--- src/rtl/pwrseq_pkg.sv ---
package pwrseq_pkg;

    typedef enum logic [3:0] {
        S_IDLE,
        S_UP_DLY,
        S_POLL_RD,
        S_POLL_WAIT,
        S_FRC_CLR,
        S_CAL_DLY,
        S_CAL_FLAG,
        S_CAL_CODE,
        S_DN_RST,
        S_DN_MODE,
        S_DN_TRST
    } seq_state_e;

    typedef enum logic [1:0] {
        OP_READ  = 2'd0,
        OP_WRITE = 2'd1,
        OP_RESET = 2'd2
    } tbus_op_e;

    localparam logic [11:0] ADDR_PHY_STATE = 12'h01E;
    localparam logic [11:0] ADDR_CAL_FLAG  = 12'h221;
    localparam logic [11:0] ADDR_CAL_CODE  = 12'h220;

    localparam logic [3:0] PST_IDLE = 4'd7;
    localparam logic [3:0] PST_ULP  = 4'd8;

    typedef struct packed {
        seq_state_e  state;
        logic        phy_rst_n;
        logic        phy_en;
        logic        direct;
        logic [1:0]  frc;
        logic        ready;
        logic        err;
        logic [3:0]  last;
        logic        cal_valid;
        logic [3:0]  cal_code;
    } seq_regs_t;

endpackage

--- src/rtl/pwrseq_timer.sv ---
module pwrseq_timer #(
    parameter int W = 8
) (
    input  logic         clk,
    input  logic         rst_n,
    input  logic         clr,
    input  logic         en,
    input  logic [W-1:0] limit,
    output logic         reached
);

    logic [W-1:0] cnt_d, cnt_q;

    always_comb begin
        cnt_d = cnt_q;
        if (clr) begin
            cnt_d = '0;
        end else if (en && (cnt_q != '1)) begin
            cnt_d = cnt_q + 1'b1;
        end
    end

    always_ff @(posedge clk or negedge rst_n) begin
        if (!rst_n) cnt_q <= '0;
        else        cnt_q <= cnt_d;
    end

    assign reached = (cnt_q >= limit);

endmodule

--- src/rtl/pwrseq_state_eval.sv ---
module pwrseq_state_eval
    import pwrseq_pkg::*;
(
    input  logic [7:0] rdata,
    output logic [3:0] phy_state,
    output logic       lane_quiet,
    output logic       cal_done,
    output logic [3:0] cal_field
);

    logic unused_bit6;

    assign unused_bit6 = rdata[6];
    assign phy_state   = rdata[3:0];
    assign lane_quiet  = (rdata[3:0] == PST_IDLE) || (rdata[3:0] == PST_ULP);
    assign cal_done    = rdata[7];
    assign cal_field   = rdata[5:2];

endmodule

--- src/rtl/dphy_pwr_seq.sv ---
module dphy_pwr_seq
    import pwrseq_pkg::*;
#(
    parameter int CYC_PER_US  = 100,
    parameter int RST_WAIT_US = 10,
    parameter int POLL_US     = 100,
    parameter int TIMEOUT_US  = 5000000,
    parameter int CAL_WAIT_US = 100
) (
    input  logic        clk,
    input  logic        rst_n,
    input  logic        cmd_up,
    input  logic        cmd_down,
    output logic        phy_reset_n,
    output logic        phy_enable,
    output logic        tif_direct,
    output logic [1:0]  force_rx,
    output logic        tbus_req,
    output logic [1:0]  tbus_op,
    output logic [11:0] tbus_addr,
    input  logic        tbus_ack,
    input  logic [7:0]  tbus_rdata,
    output logic        busy,
    output logic        ready,
    output logic        error,
    output logic [3:0]  last_state,
    output logic        cal_valid,
    output logic [3:0]  cal_code
);

    localparam int RST_CYC  = CYC_PER_US * RST_WAIT_US;
    localparam int POLL_CYC = CYC_PER_US * POLL_US;
    localparam int CAL_CYC  = CYC_PER_US * CAL_WAIT_US;
    localparam int TO_CYC   = CYC_PER_US * TIMEOUT_US;
    localparam int STEP_MAX = (RST_CYC > POLL_CYC)
                              ? ((RST_CYC > CAL_CYC) ? RST_CYC : CAL_CYC)
                              : ((POLL_CYC > CAL_CYC) ? POLL_CYC : CAL_CYC);
    localparam int STEP_W   = $clog2(STEP_MAX + 1);
    localparam int TO_W     = $clog2(TO_CYC + 1);

    localparam logic [STEP_W-1:0] RST_LIM  = STEP_W'(RST_CYC - 1);
    localparam logic [STEP_W-1:0] POLL_LIM = STEP_W'(POLL_CYC - 1);
    localparam logic [STEP_W-1:0] CAL_LIM  = STEP_W'(CAL_CYC - 1);
    localparam logic [TO_W-1:0]   TO_LIM   = TO_W'(TO_CYC);

    seq_regs_t q, d;

    logic              step_clr, step_en, step_hit;
    logic              el_clr, el_en, el_hit;
    logic [STEP_W-1:0] step_limit;
    logic [3:0]        rd_state;
    logic              rd_quiet;
    logic              rd_cal_done;
    logic [3:0]        rd_cal_field;

    // Step timer: one shared counter for the settling, poll and calibration waits
    always_comb begin
        case (q.state)
            S_UP_DLY:    step_limit = RST_LIM;
            S_POLL_WAIT: step_limit = POLL_LIM;
            S_CAL_DLY:   step_limit = CAL_LIM;
            default:     step_limit = '1;
        endcase
    end

    pwrseq_timer #(.W(STEP_W)) u_step_tmr (
        .clk     (clk),
        .rst_n   (rst_n),
        .clr     (step_clr),
        .en      (step_en),
        .limit   (step_limit),
        .reached (step_hit)
    );

    // Elapsed timer: measures the whole polling phase against the budget
    pwrseq_timer #(.W(TO_W)) u_elapsed_tmr (
        .clk     (clk),
        .rst_n   (rst_n),
        .clr     (el_clr),
        .en      (el_en),
        .limit   (TO_LIM),
        .reached (el_hit)
    );

    pwrseq_state_eval u_eval (
        .rdata      (tbus_rdata),
        .phy_state  (rd_state),
        .lane_quiet (rd_quiet),
        .cal_done   (rd_cal_done),
        .cal_field  (rd_cal_field)
    );

    always_comb begin
        d        = q;
        step_clr = 1'b1;
        step_en  = 1'b0;
        el_clr   = 1'b1;
        el_en    = 1'b0;
        case (q.state)
            S_IDLE: begin
                if (cmd_up) begin
                    d.phy_rst_n = 1'b1;
                    d.phy_en    = 1'b0;
                    d.frc       = 2'b11;
                    d.ready     = 1'b0;
                    d.err       = 1'b0;
                    d.state     = S_UP_DLY;
                end else if (cmd_down) begin
                    d.phy_en = 1'b0;
                    d.ready  = 1'b0;
                    d.state  = S_DN_RST;
                end
            end
            S_UP_DLY: begin
                step_clr = 1'b0;
                step_en  = 1'b1;
                if (step_hit) begin
                    d.phy_en = 1'b1;
                    d.direct = 1'b1;
                    d.state  = S_POLL_RD;
                end
            end
            S_POLL_RD: begin
                el_clr = 1'b0;
                el_en  = 1'b1;
                if (tbus_ack) begin
                    d.last = rd_state;
                    if (rd_quiet) begin
                        d.state = S_FRC_CLR;
                    end else if (el_hit) begin
                        d.err   = 1'b1;
                        d.state = S_IDLE;
                    end else begin
                        d.state = S_POLL_WAIT;
                    end
                end
            end
            S_POLL_WAIT: begin
                el_clr   = 1'b0;
                el_en    = 1'b1;
                step_clr = 1'b0;
                step_en  = 1'b1;
                if (el_hit) begin
                    d.err   = 1'b1;
                    d.state = S_IDLE;
                end else if (step_hit) begin
                    d.state = S_POLL_RD;
                end
            end
            S_FRC_CLR: begin
                d.frc = 2'b00;
                if (q.cal_valid) begin
                    d.ready = 1'b1;
                    d.state = S_IDLE;
                end else begin
                    d.state = S_CAL_DLY;
                end
            end
            S_CAL_DLY: begin
                step_clr = 1'b0;
                step_en  = 1'b1;
                if (step_hit) d.state = S_CAL_FLAG;
            end
            S_CAL_FLAG: begin
                if (tbus_ack) begin
                    if (rd_cal_done) begin
                        d.state = S_CAL_CODE;
                    end else begin
                        d.ready = 1'b1;
                        d.state = S_IDLE;
                    end
                end
            end
            S_CAL_CODE: begin
                if (tbus_ack) begin
                    d.cal_code  = rd_cal_field;
                    d.cal_valid = 1'b1;
                    d.ready     = 1'b1;
                    d.state     = S_IDLE;
                end
            end
            S_DN_RST: begin
                d.phy_rst_n = 1'b0;
                d.state     = S_DN_MODE;
            end
            S_DN_MODE: begin
                d.direct = 1'b0;
                d.state  = S_DN_TRST;
            end
            S_DN_TRST: begin
                if (tbus_ack) d.state = S_IDLE;
            end
            default: d.state = S_IDLE;
        endcase
    end

    always_ff @(posedge clk or negedge rst_n) begin
        if (!rst_n) begin
            q <= '{state: S_IDLE, default: '0};
        end else begin
            q <= d;
        end
    end

    // Test-bus request decoded from the registered state
    always_comb begin
        tbus_req  = 1'b0;
        tbus_op   = OP_READ;
        tbus_addr = '0;
        case (q.state)
            S_POLL_RD:  begin tbus_req = 1'b1; tbus_addr = ADDR_PHY_STATE; end
            S_CAL_FLAG: begin tbus_req = 1'b1; tbus_addr = ADDR_CAL_FLAG;  end
            S_CAL_CODE: begin tbus_req = 1'b1; tbus_addr = ADDR_CAL_CODE;  end
            S_DN_TRST:  begin tbus_req = 1'b1; tbus_op = OP_RESET;         end
            default: ;
        endcase
    end

    assign phy_reset_n = q.phy_rst_n;
    assign phy_enable  = q.phy_en;
    assign tif_direct  = q.direct;
    assign force_rx    = q.frc;
    assign busy        = (q.state != S_IDLE);
    assign ready       = q.ready;
    assign error       = q.err;
    assign last_state  = q.last;
    assign cal_valid   = q.cal_valid;
    assign cal_code    = q.cal_code;

    // the PHY is only enabled while its reset is released
    assert_enable_in_reset_R2: assert property (@(posedge clk) disable iff (!rst_n)
        phy_enable |-> phy_reset_n);

    // a pending request keeps its address and kind until acknowledged
    assert_req_hold_R3: assert property (@(posedge clk) disable iff (!rst_n)
        (tbus_req && !tbus_ack) |=> (tbus_req && $stable(tbus_addr) && $stable(tbus_op)));

    // ready never rises while force-receive controls are still set
    assert_ready_frc_clear_R4: assert property (@(posedge clk) disable iff (!rst_n)
        $rose(ready) |-> (force_rx == 2'b00));

    // a timeout ends the sequence without ready and leaves a non-quiet state
    assert_timeout_idle_R5: assert property (@(posedge clk) disable iff (!rst_n)
        $rose(error) |-> (!busy && !ready && last_state != PST_IDLE && last_state != PST_ULP));

    // reset is asserted only after the PHY has been disabled
    assert_down_order_R6: assert property (@(posedge clk) disable iff (!rst_n)
        $fell(phy_reset_n) |-> !phy_enable);

    // a captured code is published together with ready
    assert_cal_with_ready_R7: assert property (@(posedge clk) disable iff (!rst_n)
        $rose(cal_valid) |-> ready);

    // no test-bus traffic while idle
    assert_idle_no_req_R10: assert property (@(posedge clk) disable iff (!rst_n)
        !busy |-> !tbus_req);

endmodule

--- config.mk ---
export PLATFORM = sky130hd
export DESIGN_NAME = dphy_pwr_seq
export DESIGN_NICKNAME = d
export VERILOG_FILES = /design/src/rtl/pwrseq_pkg.sv /design/src/rtl/pwrseq_timer.sv /design/src/rtl/pwrseq_state_eval.sv /design/src/rtl/dphy_pwr_seq.sv
export SDC_FILE = /design/constraint.sdc
export NUM_CORES = 1
export LEC_CHECK = 0
export BUFFER_PORTS_ARGS = -buffer_cell sky130_fd_sc_hd__buf_4
export CAP_MARGIN = 40
export CORE_MARGIN = 2
export CORE_UTILIZATION = 24
export CTS_BUF_LIST = sky130_fd_sc_hd__clkbuf_16
export DETAILED_ROUTE_END_ITERATION = 10
export SLEW_MARGIN = 20
export SYNTH_ARGS = -nofsm -noshare
export SYNTH_HDL_FRONTEND = slang
export SYNTH_SLANG_ARGS = --single-unit
--- constraint.sdc ---
create_clock -name clk -period 5.15 [get_ports clk]
set_input_delay 0.515 -clock clk [delete_from_list [all_inputs] [get_ports clk]]
set_output_delay 0.515 -clock clk [all_outputs]
set_load 0.005 [all_outputs]
==> results of run 1 <==
==> area by class of cell <==
class	instances	area (um^2)
Tap cell	184	230
Inverter	11	41.3
Clock inverter	5	18.8
Clock buffer	9	225
Multi-Input combinational cell	289	1780
Sequential cell	62	1550
Timing Repair Buffer	40	328
Fill cell	1531	10300
==> cells by family after synthesis <==
kind of cell    after synthesis
compound gates               65
other cells                   1
buf+inv                      42
mux                          11
simple gates                170
flops                        62
fa+ha+maj                     6
xor+xnor                     31
==> per-stage QoR <==
| step | setup slack [ns] | hold slack [ns] | cells |
|---|---|---|---|
| global route | 1.82 | 0.0547 | 600 |
| global placement | 2.22 | 0.471 | 584 |
| finish | 2.13 | 0.0498 | 600 |
| floorplan | 2.70 | 0.219 | 393 |
| CTS | 2.11 | 0.316 | 599 |
| detailed placement | 2.13 | 0.482 | 585 |
==> worst max-delay path: cells and delay by family, from the launching register on <==
family	cells	cell delay, ns
compound gates	6	1.11
simple gates	2	0.63
flops	1	0.57
buf+inv	2	0.33
fa+ha+maj	1	0.26
==> where the power goes <==
part	internal (mW)	switching [mW]
sequential	0.555	0.0849
clock	0.311	0.197
combinational	0.220	0.261
==> registers in the layout (all words and copies together), names as in the netlist <==
name	cells
cal_valid	1
u_step_tmr.cnt_q	14
phy_enable	1
force_rx	1
tif_direct	1
ready	1
q	4
last_state	4
phy_reset_n	1
u_elapsed_tmr.cnt_q	29
cal_code	4
error	1
==> layout by cell type, fill, tap and decap left out, drive strengths merged, types with 2 or more instances in the layout <==
cell type	synthesis	layout
ha	6	6
a31o	2	2
xor2	16	16
nor2	54	54
nand2b	5	5
a2111oi	2	2
mux2i	3	3
a21oi	16	16
nor4	4	4
inv	11	11
a31oi	11	11
a21o	4	4
a211oi	2	2
dfrtp	62	62
and4	3	3
nor4b	2	2
xnor2	15	15
nor3	17	17
conb	1	6
or3	5	5
nand4	10	10
o21ai	13	13
mux2	8	8
clkinv	0	5
clkbuf	5	9
nand2	33	33
nand3	20	20
nor2b	5	5
buf	26	40
o211a	2	2
o211ai	3	3
and3	9	9
==> routing by layer <==
| layer | global-route usage | wire length (um) |
|---|---|---|
| met4 | 0.0431 | 114 |
| met1 | 0.129 | 3540 |
| met2 | 0.167 | 3830 |
| met3 | 0.0319 | 296 |
| met5 | 0 | 0 |
==> worst paths after layout <==
path	end	slack (ns)	startpoint
worst min-delay path	u_step_tmr.cnt_q[6]	0.05	rst_n
min in group clk	cal_code[3]	0.43	tbus_rdata[5]
max in group asynchronous	u_elapsed_tmr.cnt_q[14]	4.60	rst_n
worst max-delay path	q[17]	2.13	q[17]
worst min register to register	tif_direct	0.49	tif_direct
worst max register to register	q[17]	2.13	q[17]
==> results.toml, run 1 <==
[run]
drv_cap = 0

[power_and_ir_drop]
total_power_mw = 1.63
p_leak_nw = 1.79
power-per-cell-area_mw_per_mm2 = 391
vdd_ir_drop_max_mv = 0.222

[floorplanning]
chipWidth_um = 126
placeableCoreArea_mm2 = 0.0145
floorplan.die_area_mm2 = 0.0158
standard_cell_row_count = 44
die-height_um = 126
io-pin-count = 45
initial_utilization = 0.245

[logic_synthesis]
synth_common_cells = "dfrtp_1 (62), nor2_1 (54), nand2_1 (33)"
synth_enable_flop_cells = 0
synth_compound_gate_area_share = 0.124
synth_mux_area_frac = 0.0338
synthXorXnorAreaFrac = 0.0765
synthArstFlopShare = 1.00
netlist_area_mm2 = 0.00355
synthesis.area_per_instance_um2 = 9.15
synthAdderAreaFrac = 0.0211
post-synth-top-area-cell = "dfrtp_1"
post_synth_and_or_nand_nor_area_fraction = 0.239
synth-seq-cells = 62
syn_inst = 388
yosysWarnings = 0
synth_unique_cells = 51
synth.top_cells.by_area = "dfrtp_1 (44%), nor2_1 (5.7%), buf_4 (4.4%)"
synth_most_common_cell = "dfrtp_1"
synth_top_cell_area_share = 0.437
ys_seq_area_frac = 0.437
synth_top_family_by_area = "simple AND/OR/NAND/NOR gates"
synth_flop_cell = "dfrtp_1"

[worst_setup_path]
worst_path_largest_cell_delay_ns = 0.57
r2r.worst_path.cells = 11
crit_required_ns = 5.34
cp_capture_type = "flop"
critical_path.cell_chain = "nor4b_2 > a21oi_1 > buf_4 > inv_1 > ha_1 > a21o_1 > a211oi_1 > nor2_1 > a31oi_1 > a31o_2 > o21ai_0"
timing.critical_path.slowest_stage_cell = "dfrtp_1"
timing.setup.critical_path_class = "reg -> reg"
worstSetupStartpointType = "flop"
worst-path-max-fanout = 17
critical_path_arrival_ns = 3.21

[outcome]
outcome = "complete, no violations"

[clock_network]
cts.sinks = 62
cts_hold_repair.buffers = 0
htree_levels = 3
cts_buf_count = 9
post_cts.resized_instances = 0
clock_insertion_delay_worst_skew_ns = 0.32
tritoncts_clock_tree = "done"
post_cts.repair.setup_buffers = 0
cts_root_cell = "clkbuf_16"
path_clk_slew_ns = 0.05
cts.path.max_buffers = 2

[drt]
post_drt_via_cell_ratio = 4.80
first_pass_iters = 5
remaining_drc_errors = 0
final_antenna_net_count = 0
detailedRoute.firstIterationViolations = 249
wl_per_cell_um = 13.0
route.vias.total = 2882
route.final.wire_length_um = 7780

[hold_path]
worst_hold_path_type = "in -> async"

[global_routing]
globalRouteOverflowTotal = 0
grt_start_max_net_pins = 63
grt_antenna_before_repair = 0
wire_length_of_the_first_global_routing_pass_um = 13400
first_global_vias = 2898
global_route.usage.total = 0.103

[placed_design]
place.gp.congestion = 0.794
place.detailed.hpwl_um = 5520
dpl-instance-area_mm2 = 0.00390
portBuffers = 37

[sta]
final_worst_clock_skew_ns = 0.00448
grt_setup_unrepaired = "false"
setup_total_negative_slack_ns = 0
finalHoldViolations = 0
timing_max_transition_violations_final = 0
fmax_mhz = 331
max_slew.worst_pin.slew_ns = 0.724
final_min_period_over_clock_period = 0.587
post-route-min-period_ns = 3.02
setup_viol = 0
slew_headroom = 0.514

[finish]
layout.core_utilization = 0.288
syn_to_final_growth_pct = 17.5
fin_nets = 432
final_layout_size_suffix_gt1_frac = 0.161
layout.cell_area.non_filler_mm2 = 0.00417
inserted_diodes = 0
Note: power is estimated with default switching activity, not from simulation.
==> inputs of run 2 (changes only) <==
==> constraint.sdc (replaced) <==
create_clock -name clk -period 2.8 [get_ports clk]
set_input_delay 0.28 -clock clk [delete_from_list [all_inputs] [get_ports clk]]
set_output_delay 0.28 -clock clk [all_outputs]
set_load 0.005 [all_outputs]
==> run 2 against run 1 <==
Against the previous run:
- highest routed layer unchanged
- combinational power rose by 99%
- sequential share of layout area fell by 1.1 points
- clock skew rose by 0.0027 ns
- critical path type unchanged
- critical endpoint is now q[19]
- largest power group is now clock
- critical path depth fell by 1
- die area did not move
==> results.toml, run 2 (synthesis gave the netlist of run 1 again) <==
[power_and_ir_drop]
power-per-cell-area_mw_per_mm2 = 778
vdd_ir_drop_max_mv = 0.329
p_leak_nw = 1.87

[clock_network]
htree_levels = 3
cts.sinks = 62
cts_root_cell = "clkbuf_16"
cts.path.max_buffers = 2
cts_buf_count = 9
path_clk_slew_ns = 0.05
tritoncts_clock_tree = "done"
post_cts.repair.setup_buffers = 0
clock_insertion_delay_worst_skew_ns = 0.33

[global_routing]
wire_length_of_the_first_global_routing_pass_um = 13600
grt_start_max_net_pins = 63
globalRouteOverflowTotal = 0
global_route.usage.total = 0.104
grt_antenna_before_repair = 0
first_global_vias = 2834

[drt]
wl_per_cell_um = 12.8
first_pass_iters = 4
remaining_drc_errors = 0
route.vias.total = 2902
detailedRoute.firstIterationViolations = 233
post_drt_via_cell_ratio = 4.77
route.final.wire_length_um = 7790
final_antenna_net_count = 0

[sta]
max_slew.worst_pin.slew_ns = 0.764
final_worst_clock_skew_ns = 0.00716
setup_total_negative_slack_ns = 0
fmax_mhz = 396
finalHoldViolations = 0
slew_headroom = 0.487
timing_max_transition_violations_final = 0
hold-worst-slack_ns = 0.185
setup_viol = 0
grt_setup_unrepaired = "false"
post-route-min-period_ns = 2.52
final_min_period_over_clock_period = 0.901

[worst_setup_path]
crit_required_ns = 3.07
timing.setup.critical_path_class = "reg -> reg"
worst-path-max-fanout = 13
critical_path_arrival_ns = 2.79
cp_capture_type = "flop"
worstSetupStartpointType = "flop"

[hold_path]
worst_hold_path_type = "in -> reg"

[run]
drv_cap = 0

[finish]
syn_to_final_growth_pct = 21.1
most-common-layout-cells = "dfrtp_1 (61), nor2_1 (54), buf_4 (44)"
fin_nets = 438
layout.cell_area.non_filler_mm2 = 0.00430
largest_register_ffs = 29
inserted_diodes = 0
max_flop_register = "u_elapsed_tmr.cnt_q"
layout_top_registers = "u_elapsed_tmr.cnt_q: 29 flops, u_step_tmr.cnt_q: 14 flops"
most_common_library_cell_in_the_layout_ignoring_fill_and_taps = "dfrtp_1"
final_layout_size_suffix_gt1_frac = 0.182

[floorplanning]
chipWidth_um = 126
io-pin-count = 45
standard_cell_row_count = 44
die-height_um = 126
initial_utilization = 0.245
placeableCoreArea_mm2 = 0.0145
floorplan.die_area_mm2 = 0.0158

[placed_design]
dpl-instance-area_mm2 = 0.00393
place.gp.congestion = 0.853
place.detailed.hpwl_um = 5530
portBuffers = 37

[outcome]
outcome = "complete, no violations"
## run 2: changes by cell type in the layout (fill, tap and decap cells not counted)
cell / change
buf_4: +6
buf_8: -1
bufinv_16: +3
clkinv_1: -5
clkinv_2: +1
dfrtp_1: -1
dfrtp_2: +1
dlygate4sd3_1: +1
inv_1: +3
## run 2: routing by layer
metal | vias up | GRT usage | share of wire | wire, um
met3 | 13 | 0.0217 | 0.040 | 311
met5 | - | 0 | 0 | 0
li1 | 1414 | - | - | -
met2 | 57 | 0.161 | 0.48 | 3730
met4 | 0 | 0.0529 | 0.023 | 182
met1 | 1418 | 0.138 | 0.46 | 3570
## run 2: worst max-delay path: stages, from the launching register on
cell and delay, ns:
dfrtp_2 0.48, nor2b_1 0.30, a21oi_1 0.13, inv_1 0.14, ha_1 0.26, a21o_1 0.18
a211oi_1 0.31, nor2_1 0.09, a31oi_1 0.22, a31o_2 0.21, o22a_1 0.14
## run 2: through the flow
stage                     setup WS (ns)  instances  power, mW   util
after floorplan                   0.350        393       1.80      -
after global placement            0.302        590       2.09  0.272
after detailed placement          0.202        590       2.11  0.272
after CTS                         0.183        606       3.37  0.294
after global routing             0.0793        608       3.55  0.297
final                             0.277        608       3.35  0.297
## run 2: power by group
group          internal (mW)  switching (mW)
combinational          0.434           0.527
sequential              1.02           0.113
clock                  0.857           0.394
total                   2.31            1.03
## run 2: what timing repair did
action                                  4_1_cts  5_1_grt
resized for setup                             0        1
endpoints found under the setup margin        0        2
hold buffers                                  0        1
hold endpoints to repair                      0        4
## run 2: path summary, 6_finish.rpt
check	start	endpoint	slack, ns	cells past startpoint
max	q[16]	q[19]	0.28	10
min	tbus_rdata[4]	cal_code[2]	0.18	2
max reg2reg	q[16]	q[19]	0.28	10
min reg2reg	phy_enable	phy_enable	0.48	1
max in group asynchronous	rst_n	q[16]	1.98	3
min in group asynchronous	rst_n	u_step_tmr.cnt_q[5]	0.31	2
## run 2: layout make-up
cell class / instances / area (um^2)
timing repair buffer: 46 / 368
sequential: 62 / 1550
inverter: 11 / 41.3
tap: 184 / 230
clock buffer: 9 / 225
multi-input combinational: 289 / 1780
clock inverter: 7 / 106
fill: 1490 / 10200
==> inputs of run 3 (changes only) <==
--- a/config.mk
+++ b/config.mk
@@ -7,11 +7,15 @@
 export LEC_CHECK = 0
 export BUFFER_PORTS_ARGS = -buffer_cell sky130_fd_sc_hd__buf_4
 export CAP_MARGIN = 40
+export CELL_PAD_IN_SITES_DETAIL_PLACEMENT = 1
+export CELL_PAD_IN_SITES_GLOBAL_PLACEMENT = 2
 export CORE_MARGIN = 2
 export CORE_UTILIZATION = 24
 export CTS_BUF_LIST = sky130_fd_sc_hd__clkbuf_16
 export DETAILED_ROUTE_END_ITERATION = 10
+export PLACE_DENSITY_LB_ADDON = 0.1
 export SLEW_MARGIN = 20
 export SYNTH_ARGS = -nofsm -noshare
 export SYNTH_HDL_FRONTEND = slang
+export SYNTH_HIERARCHICAL = 1
 export SYNTH_SLANG_ARGS = --single-unit
==> run 3 against run 2 <==
Against the previous run:
- die area rose by 38%
- clock power grew 5%
- flip-flop and latch count did not move
- worst setup slack worse by 0.24 ns
- register-to-register slack lost 0.24 ns
- non-clock buffer count grew 25
- combinational power grew 110%
- fmax down 8.7%
- clock-buffer cell count is the same
- area after synthesis is 40% higher
- critical path type unchanged
- highest routed layer unchanged
==> results.toml, run 3 <==
[outcome]
outcome = "complete, no violations"

[finish]
fin_cells = 921
fin_nets = 704
final_layout_size_suffix_gt1_frac = 0.217
largest_register_ffs = 29
max_flop_register = "u_elapsed_tmr/cnt_q"
layout_top_registers = "u_elapsed_tmr/cnt_q: 29 flops, u_step_tmr/cnt_q: 14 flops"
most_common_library_cell_in_the_layout_ignoring_fill_and_taps = "buf_4"
syn_to_final_growth_pct = 22.7
inserted_diodes = 0
most-common-layout-cells = "buf_4 (66), dfrtp_1 (62), inv_1 (54)"
fill_cells = 2396
layout.cell_area.non_filler_mm2 = 0.00608

[floorplanning]
chipWidth_um = 148
die-height_um = 148
floorplan.die_area_mm2 = 0.0218
io-pin-count = 45
initial_utilization = 0.245
standard_cell_row_count = 52
placeableCoreArea_mm2 = 0.0202

[logic_synthesis]
synth-seq-cells = 62
synth.top_cells.by_area = "dfrtp_1 (31%), ha_1 (11%), a21oi_1 (5.0%)"
synth_top_cell_area_share = 0.313
synth_flop_cell = "dfrtp_1"
synth_unique_cells = 70
yosysWarnings = 6
synthArstFlopShare = 1.00
synth_common_cells = "dfrtp_1 (62), inv_1 (55), a21oi_1 (50)"
synth_most_common_cell = "dfrtp_1"
post-synth-top-area-cell = "dfrtp_1"
netlist_area_mm2 = 0.00496
synth_enable_flop_cells = 0
syn_inst = 572
ys_seq_area_frac = 0.313
synthesis.area_per_instance_um2 = 8.67

[clock_network]
path_clk_slew_ns = 0.06
cts.path.max_buffers = 2
cts.sinks = 62
cts_buf_count = 9
tritoncts_clock_tree = "done"
cts_root_cell = "clkbuf_16"
clock_insertion_delay_worst_skew_ns = 0.34
htree_levels = 3

[worst_setup_path]
worst_path_largest_cell_delay_ns = 0.40
cp_capture_type = "flop"
crit_required_ns = 3.07
worstSetupStartpointType = "flop"
worst-path-max-fanout = 5
critical_path.cell_chain = "xnor2_1 > or3_4 > and2_4 > inv_4 > ha_4 > nand4_1 > o221a_2 > o21ai_1 > buf_4 > nor3b_4 > o21ai_2 > o311ai_4 > a311o_1 > o21ai_2"
critical-path-top-cell-by-count = "o21ai_2"
critical_path_arrival_ns = 3.03
timing.setup.critical_path_class = "reg -> reg"
rrSetupSlack_ns = 0.04
timing.critical_path.slowest_stage_cell = "dfrtp_1"
cpLargestDelayFamily = "compound AO/OA/AOI/OAI gates"
critical_path_buf_inv_count = 2

[placed_design]
dpl.cell_count = 900
portBuffers = 37
place.gp.congestion = 0.742
dpl-instance-area_mm2 = 0.00563
dp_worst_setup_slack_ns = -0.0207
place.detailed.hpwl_um = 10200

[power_and_ir_drop]
power_frac_clock = 0.297
p_leak_nw = 2.84
sw_frac_of_total = 0.374
net-switching-power_mw = 1.65
vdd_ir_drop_max_mv = 0.323
p_seq_frac = 0.252
power.combinational.fraction = 0.451
internal-power_mw = 2.76
power-per-cell-area_mw_per_mm2 = 725

[global_routing]
globalRouteOverflowTotal = 0
grt_antenna_before_repair = 0
global_route.usage.total = 0.130
grt_use_met3 = 0.0296
grt_start_max_net_pins = 42
first_global_vias = 4484
wire_length_of_the_first_global_routing_pass_um = 22800
grt.met1_usage = 0.159
grt.met2_usage = 0.232
global_route.peak_usage_layer = "met2"

[sta]
final_worst_clock_skew_ns = 0.00845
final_min_period_over_clock_period = 0.987
finalHoldViolations = 0
setup_viol = 0
post-route-min-period_ns = 2.76
fmax_mhz = 362
final.setup.worst_slack_ns = 0.0376
timing_max_transition_violations_final = 0
grt_setup_unrepaired = "true"
hold-worst-slack_ns = 0.174

[drt]
remaining_drc_errors = 0
wl_per_cell_um = 14.7
detailedRoute.firstIterationViolations = 132
first_pass_iters = 4
final_antenna_net_count = 0
route.vias.total = 4268
route.final.wire_length_um = 13500
post_drt_via_cell_ratio = 4.63

[hold_path]
worst_hold_path_type = "in -> reg"

[run]
drv_cap = 0
run 3: power groups by stage:
stage | logic [mW] | registers (mW) | clock network (mW)
2_1_floorplan | 1.38 | 1.12 | 0
3_3_place_gp | 1.88 | 1.12 | 0
3_5_place_dp | 1.91 | 1.13 | 0
4_1_cts | 1.93 | 1.11 | 1.36
5_1_grt | 2.23 | 1.13 | 1.40
6_report | 1.99 | 1.11 | 1.31
run 3: cell families (layout without fill, tap and decap cells):
logic type,Yosys count,in the layout,share of synthesized area
muxes,22,22,0.0492
buffers and inverters,103,144,0.109
xor gates and xnor gates,4,4,0.00706
adders and majority gates,45,45,0.114
AOI/OAI and AO/OA,124,124,0.158
and+or+nand+nor,210,210,0.248
DFF,62,62,0.313
other,2,40,0.00151
run 3: repair_timing:
| action | in CTS | in global routing |
|---|---|---|
| hold endpoints to repair | 21 | 0 |
| hold buffers | 1 | 0 |
| gates resized for setup | 3 | 15 |
| setup endpoints to repair | 3 | 5 |
| setup buffers | 0 | 3 |
| pin swaps | 0 | 7 |
run 3: final timing paths:
kind / cells past startpoint / to / from
setup reg to reg: 14 / q[16] / q[17]
max in group asynchronous: 3 / cal_valid / rst_n
hold reg to reg: 1 / phy_enable / phy_enable
setup / recovery: 14 / q[16] / q[17]
hold / removal: 2 / cal_code[2] / tbus_rdata[4]
min in group asynchronous: 2 / u_elapsed_tmr/cnt_q[8] / rst_n
run 3: cell type report:
cell class              count  area, um^2  share of cell area
clock buffers               9         225              0.0370
multi-input cells         445        3080               0.506
clock inverters             7         114              0.0187
repair buffers             71         561              0.0921
inverters                  57         216              0.0356
flip-flops and latches     62        1550               0.255
well taps                 270         338              0.0555
run 3: layer usage:
metal / part of all wire / up-vias
li1: - / 2118
met1: 0.47 / 2118
met2: 0.50 / 27
met3: 0.018 / 5
met4: 0.0078 / 0
met5: 0 / -
run 3: stage by stage:
step	util	total power [mW]	TNS, ns
floorplan	-	2.50	0
global route	0.301	4.76	-0.316
global placement	0.277	3.00	0
detailed placement	0.278	3.04	-0.0412
finish	0.301	4.41	0
CTS	0.296	4.40	0
